File: src/rtl/vscan_pkg.sv
package vscan_pkg;
  typedef enum logic [1:0] {
    VS_FULL = 2'd0,
    VS_STD  = 2'd1,
    VS_WIDE = 2'd2,
    VS_RSVD = 2'd3
  } vs_mode_e;

  function automatic vs_mode_e vs_clean(input logic [1:0] m);
    vs_clean = (m == 2'd3) ? VS_FULL : vs_mode_e'(m);
  endfunction
endpackage

File: src/rtl/vscan_line_seq.sv
module vscan_line_seq
  import vscan_pkg::*;
#(
  parameter int LINES = 1024,
  localparam int LW = $clog2(LINES)
) (
  input  logic          clk_i,
  input  logic          rst_ni,
  input  logic          stb_i,
  input  logic [1:0]    mode_i,
  output logic [LW-1:0] line_d_o,
  output logic          wrap_d_o,
  output vs_mode_e      mode_d_o
);
  logic [LW-1:0] line_q;
  vs_mode_e      mode_q;

  assign wrap_d_o = (line_q == LW'(LINES - 1));
  assign line_d_o = wrap_d_o ? '0 : line_q + 1'b1;
  assign mode_d_o = wrap_d_o ? vs_clean(mode_i) : mode_q;

  always_ff @(posedge clk_i or negedge rst_ni) begin
    if (!rst_ni) begin
      line_q <= LW'(LINES - 1);
      mode_q <= VS_FULL;
    end else if (stb_i) begin
      line_q <= line_d_o;
      mode_q <= mode_d_o;
    end
  end
endmodule

File: src/rtl/vscan_band_dec.sv
module vscan_band_dec
  import vscan_pkg::*;
#(
  parameter int LINES     = 1024,
  parameter int BAND_STD  = 32,
  parameter int BAND_WIDE = 152,
  localparam int LW = $clog2(LINES)
) (
  input  logic [LW-1:0] line_i,
  input  vs_mode_e      mode_i,
  output logic          active_o,
  output logic          blank_o,
  output logic [1:0]    vb_o
);
  logic [LW:0] lo, hi, ln;

  assign ln = {1'b0, line_i};

  always_comb begin
    case (mode_i)
      VS_STD: begin
        lo   = (LW+1)'(BAND_STD);
        hi   = (LW+1)'(LINES - BAND_STD);
        vb_o = 2'b01;
      end
      VS_WIDE: begin
        lo   = (LW+1)'(BAND_WIDE);
        hi   = (LW+1)'(LINES - BAND_WIDE);
        vb_o = 2'b00;
      end
      default: begin
        lo   = '0;
        hi   = (LW+1)'(LINES);
        vb_o = 2'b11;
      end
    endcase
    active_o = (ln >= lo) && (ln < hi);
    blank_o  = (mode_i == VS_FULL) ? 1'b1 : active_o;
  end
endmodule

File: src/rtl/vscan_out_reg.sv
module vscan_out_reg #(
  parameter int LINES     = 1024,
  parameter int VST_LINES = 2,
  localparam int LW = $clog2(LINES)
) (
  input  logic          clk_i,
  input  logic          rst_ni,
  input  logic          stb_i,
  input  logic          dir_down_i,
  input  logic [LW-1:0] line_d_i,
  input  logic          wrap_d_i,
  input  logic          active_d_i,
  input  logic          blank_d_i,
  input  logic [1:0]    vb_d_i,
  output logic          vstart_o,
  output logic          vclk_o,
  output logic          blank_o,
  output logic [1:0]    vb_o,
  output logic          pol_o,
  output logic          active_o
);
  logic fpol_q, fpol_d;

  // frame phase flips at each frame start
  assign fpol_d = wrap_d_i ? ~fpol_q : fpol_q;

  always_ff @(posedge clk_i or negedge rst_ni) begin
    if (!rst_ni) begin
      fpol_q   <= 1'b1;
      vstart_o <= 1'b0;
      vclk_o   <= 1'b0;
      blank_o  <= 1'b1;
      vb_o     <= 2'b11;
      pol_o    <= 1'b0;
      active_o <= 1'b0;
    end else if (stb_i) begin
      fpol_q   <= fpol_d;
      vstart_o <= (line_d_i < LW'(VST_LINES));
      // edge lands mid start pulse; direction picks rising or falling
      vclk_o   <= dir_down_i ? line_d_i[0] : ~line_d_i[0];
      blank_o  <= blank_d_i;
      vb_o     <= vb_d_i;
      pol_o    <= fpol_d ^ line_d_i[0];
      active_o <= active_d_i;
    end
  end
endmodule

File: src/rtl/vscan_ctrl.sv
module vscan_ctrl
  import vscan_pkg::*;
#(
  parameter int LINES     = 1024,
  parameter int BAND_STD  = 32,
  parameter int BAND_WIDE = 152,
  parameter int VST_LINES = 2,
  localparam int LW = $clog2(LINES)
) (
  input  logic       clk_i,
  input  logic       rst_ni,
  input  logic       line_stb_i,
  input  logic       dir_down_i,
  input  logic [1:0] mode_i,
  output logic       vstart_o,
  output logic       vclk_o,
  output logic       blank_o,
  output logic [1:0] vb_o,
  output logic       pol_o,
  output logic       row_active_o
);
  logic [LW-1:0] line_d;
  logic          wrap_d;
  vs_mode_e      mode_d;
  logic          act_d, blk_d;
  logic [1:0]    vb_d;

  vscan_line_seq #(.LINES(LINES)) u_seq (
    .clk_i    (clk_i),
    .rst_ni   (rst_ni),
    .stb_i    (line_stb_i),
    .mode_i   (mode_i),
    .line_d_o (line_d),
    .wrap_d_o (wrap_d),
    .mode_d_o (mode_d)
  );

  vscan_band_dec #(
    .LINES(LINES), .BAND_STD(BAND_STD), .BAND_WIDE(BAND_WIDE)
  ) u_dec (
    .line_i   (line_d),
    .mode_i   (mode_d),
    .active_o (act_d),
    .blank_o  (blk_d),
    .vb_o     (vb_d)
  );

  vscan_out_reg #(.LINES(LINES), .VST_LINES(VST_LINES)) u_out (
    .clk_i      (clk_i),
    .rst_ni     (rst_ni),
    .stb_i      (line_stb_i),
    .dir_down_i (dir_down_i),
    .line_d_i   (line_d),
    .wrap_d_i   (wrap_d),
    .active_d_i (act_d),
    .blank_d_i  (blk_d),
    .vb_d_i     (vb_d),
    .vstart_o   (vstart_o),
    .vclk_o     (vclk_o),
    .blank_o    (blank_o),
    .vb_o       (vb_o),
    .pol_o      (pol_o),
    .active_o   (row_active_o)
  );
endmodule

File: config.mk
export PLATFORM = sky130hd
export DESIGN_NAME = vscan_ctrl
export DESIGN_NICKNAME = d
export VERILOG_FILES = /design/src/rtl/vscan_pkg.sv /design/src/rtl/vscan_line_seq.sv /design/src/rtl/vscan_band_dec.sv /design/src/rtl/vscan_out_reg.sv /design/src/rtl/vscan_ctrl.sv
export SDC_FILE = /design/constraint.sdc
export NUM_CORES = 1
export LEC_CHECK = 0
export BUFFER_PORTS_ARGS = -buffer_cell sky130_fd_sc_hd__buf_4
export CORE_MARGIN = 5
export CORE_UTILIZATION = 30
export DETAILED_ROUTE_END_ITERATION = 8
export PLACE_DENSITY = 0.47
export SLEW_MARGIN = 25
export SYNTH_ARGS = -nofsm -noshare
export SYNTH_HDL_FRONTEND = slang
export SYNTH_SLANG_ARGS = --single-unit
export TNS_END_PERCENT = 100
File: constraint.sdc
create_clock -name clk_i -period 3.6 [get_ports clk_i]
set_input_delay 0.72 -clock clk_i [delete_from_list [all_inputs] [get_ports clk_i]]
set_output_delay 0.72 -clock clk_i [all_outputs]
set_load 0.005 [all_outputs]
==> out/qor.csv <==
stage,metric,value,unit
global_routing,grt_pass1_vias,1197,
timing,fmax,297,MHz
detailed_routing,drtPass1Iterations,4,
clock_tree,htreeDepth,1,
timing,skew,0.00480,ns
worst_setup_path,cp_max_fo,12,
layout,nNetsFinal,191,
power,pwr-share-comb,42.2,%
synthesis,synthArstFlopShare,100,%
placement,hpwl,2560,µm
synthesis,synth_edf_count,0,
power,intPower,0.634,mW
placement,preCtsSetupSlack,0.198,ns
timing,fin_crit,3.36,ns
synthesis,synth.distinct_cells,41,
worst_setup_path,critPathTopFamily,simple AND/OR/NAND/NOR gates,
placement,finalWeightedCongestion,0.793,
power,clock_power_share,17.4,%
placement,portBuffers,12,
floorplan,die-area,6490,µm²
power,swShare,38.6,%
clock_tree,cts-root-buf,clkbuf_8,
global_routing,grtUsageTotal,11.6,%
synthesis,yosys_warnings,0,
detailed_routing,drc,0,
detailed_routing,wirelength,3430,µm
worst_hold_path,hp-class,in2async,
detailed_routing,vias,1201,
power,ir_drop,0.000213,V
global_routing,grt.busiest_layer,met2,
clock_tree,clkTransAtPathRegs,0.08,ns
layout,n_antenna_cell,0,
worst_setup_path,critPathBufInv,2,
timing,worst_slack,0.238,ns
detailed_routing,postRouteAntennaNets,0,
floorplan,rows,25,
worst_setup_path,crit_path_end_kind,register,
detailed_routing,avgViaCountPerCell,5.03,
global_routing,grt_start_max_net_pins,27,
synthesis,yosys_register_bits,20,
worst_setup_path,required,3.74,ns
timing,setup_viol,0,
global_routing,grt_pass1_wl,5860,µm
power,p_leak,0.732,nW
detailed_routing,wl_per_cell,14.4,µm
power,p_switching,0.399,mW
clock_tree,cts_tree,built,
worst_setup_path,cp-start-kind,register,
timing,finalSetupTns,0,ns
power,power_frac_seq,40.4,%
global_routing,grt_use_met3,2.02,%
timing,drv_slew,0,
synthesis,synth_fp_nets,182,
power,power_density,609,nW/µm²
timing,hold_violations,0,
worst_setup_path,crit_path_max_incr_delay,0.64,ns
synthesis,synth_ff_type,dfstp_2,
run_status,status,"complete, no violations",
timing,relSlewSlack,55.4,%
layout,area_delta_synth_final,13.6,%
synthesis,netlist_area,1490,µm²
timing,worst_pin_slew,0.662,ns
floorplan,core-area,4790,µm²
global_routing,overflow,0,
worst_setup_path,arrival,3.50,ns
global_routing,grt_use_met2,19.0,%
clock_tree,post-cts-setup-buffers,0,
global_routing,antenna_found_initial,0,
layout,drive_gt1_share,24.4,%
worst_setup_path,path_cells,ha_1 -> nand3_1 -> nor3_1 -> buf_4 -> mux2i_2 -> ha_1 -> inv_1 -> ha_1 -> or4b_1 -> a41o_1 -> a311oi_2 -> o22ai_1,
global_routing,grtUsageMet1,15.1,%
synthesis,syn_avg_cell_area,9.10,µm²
detailed_routing,drtIter0Drc,73,
synthesis,ys_seq_area_share,34.7,%
clock_tree,cts_buffer_depth,2,
floorplan,io_pins,13,
clock_tree,cts_sinks,20,
floorplan,start_util,31.2,%
floorplan,die_h,80.5,µm
job,cap_violations,0,
worst_setup_path,crit_path_top_delay_cell,dfstp_2,
worst_setup_path,critPathKind,reg2reg,
worst_setup_path,rrSetupSlack,0.24,ns
timing,rsz0062_at_grt,false,
worst_setup_path,path_common_cell,ha_1,
clock_tree,cts_inserted_buffers,3,
floorplan,die_w,80.5,µm
clock_tree,clock_latency,0.26,ns
timing,finalCritPeriodShare,93.4,%
synthesis,synthCells,164,
[state kept, by name (all words and copies together) (netlist names)]
register        count
u_out.vclk_o        1
u_out.pol_o         1
u_out.blank_o       1
u_out.vstart_o      1
u_out.vb_o          2
u_out.fpol_q        1
u_out.active_o      1
u_seq.line_q       10
u_seq.mode_q        2
[placed cells by master, fill, tap and decap left out, types with 2 or more instances in the layout]
| master | netlist | final |
|---|---|---|
| nand2b_1 | 2 | 2 |
| a41o_1 | 2 | 2 |
| buf_4 | 2 | 15 |
| nand4b_1 | 2 | 2 |
| clkbuf_8 | 0 | 4 |
| ha_1 | 12 | 12 |
| mux2_2 | 5 | 5 |
| a21oi_1 | 5 | 5 |
| nand4_1 | 4 | 4 |
| o22ai_1 | 2 | 2 |
| inv_1 | 10 | 10 |
| nor2_1 | 14 | 14 |
| nand2_1 | 14 | 14 |
| dfstp_2 | 14 | 14 |
| a211o_1 | 3 | 3 |
| mux2i_1 | 7 | 6 |
| xnor2_1 | 8 | 8 |
| o21ai_0 | 7 | 7 |
| dfrtp_1 | 6 | 6 |
| nor2b_1 | 3 | 3 |
| nor3_1 | 2 | 2 |
| xor2_1 | 5 | 5 |
| and3_1 | 2 | 2 |
| nand3_1 | 9 | 9 |
[metrics by stage]
stage	cell area, µm²	hold WS [ns]	util [%]	instances	power (mW)
after floorplan	1490	0.424	-	164	0.730
after global placement	1640	0.459	34.2	235	0.848
after detailed placement	1640	0.471	34.2	235	0.854
after CTS	1690	0.332	35.3	239	1.04
after global routing	1700	0.345	35.4	239	1.11
final	1700	0.328	35.4	239	1.03
[cells by family after synthesis]
family | share of synthesized area (%)
buffers and inverters | 6.03
flip-flops | 34.7
multiplexers | 8.47
adder cells (fa/ha/maj) | 10.1
AO/OA/AOI/OAI | 13.3
AND/OR/NAND/NOR | 19.8
XOR/XNOR | 7.63
[routing by layer]
metal / part of all wire (%) / vias to the layer above
met5: 0 / -
met4: 1.7 / 0
met3: 4.5 / 6
met2: 49 / 33
met1: 45 / 571
li1: - / 591
[Yosys cell counts (2+ instances only)]
cell type | count | area (µm²)
nand4_1 | 4 | 25.0
nor2_1 | 14 | 52.6
and3_1 | 2 | 12.5
nand3_1 | 9 | 45.0
mux2_2 | 5 | 56.3
o22ai_1 | 2 | 12.5
a211o_1 | 3 | 26.3
xnor2_1 | 8 | 70.1
buf_2 | 3 | 15.0
o21ai_0 | 7 | 35.0
nand2_1 | 14 | 52.6
buf_4 | 2 | 15.0
nor3_1 | 2 | 10.0
a21oi_1 | 5 | 25.0
nand2b_1 | 2 | 12.5
inv_1 | 10 | 37.5
nand4b_1 | 2 | 17.5
dfstp_2 | 14 | 368
dfrtp_1 | 6 | 150
mux2i_1 | 7 | 70.1
nor2b_1 | 3 | 18.8
ha_1 | 12 | 150
xor2_1 | 5 | 43.8
clkbuf_1 | 5 | 18.8
a41o_1 | 2 | 20.0
[worst register-to-register path, cell delays in order, from the launching register on]
cell      delay [ns]
dfstp_2         0.64
ha_1            0.20
nand3_1         0.09
nor3_1          0.16
buf_4           0.23
mux2i_2         0.31
ha_1            0.19
inv_1           0.05
ha_1            0.20
or4b_1          0.52
a41o_1          0.25
a311oi_2        0.27
o22ai_1         0.13
[cell type report]
class                   count  area, µm²
repair buffers             15        113
fillers                   478       3090
well taps                  67       83.8
multi-input cells         123        888
clock buffers               4       55.1
flip-flops and latches     20        518
inverters                  10       37.5
[path summary, 6_finish.rpt]
kind / endpoint / cells past startpoint / start
worst max-delay path: u_out.active_o$_DFFE_PN0P_ / 12 / u_seq.line_q[0]$_DFFE_PN1P_
worst min-delay path: u_out.active_o$_DFFE_PN0P_ / 1 / rst_ni
worst max register to register: u_out.active_o$_DFFE_PN0P_ / 12 / u_seq.line_q[0]$_DFFE_PN1P_
worst min register to register: u_out.vb_o[0]$_DFFE_PN1P_ / 2 / u_out.vb_o[0]$_DFFE_PN1P_
max in group asynchronous: u_seq.line_q[3]$_DFFE_PN1P_ / 1 / rst_ni
min in group clk_i: u_out.vb_o[0]$_DFFE_PN1P_ / 2 / u_out.vb_o[0]$_DFFE_PN1P_
[what timing repair did]
| action | 4_1_cts | 5_1_grt |
|---|---|---|
| hold buffers | 0 | 0 |
| setup endpoints to repair | 0 | 2 |
| resized for setup | 0 | 1 |
| hold endpoints to repair | 0 | 0 |
[power groups by stage]
stage / sequential (mW) / clock, mW / combinational (mW)
5_1_grt: 0.430 / 0.196 / 0.488
3_5_place_dp: 0.420 / 0 / 0.435
3_3_place_gp: 0.413 / 0 / 0.434
2_1_floorplan: 0.354 / 0 / 0.376
4_1_cts: 0.417 / 0.186 / 0.440
6_report: 0.418 / 0.179 / 0.436
Power figures use the tool's default switching activity.
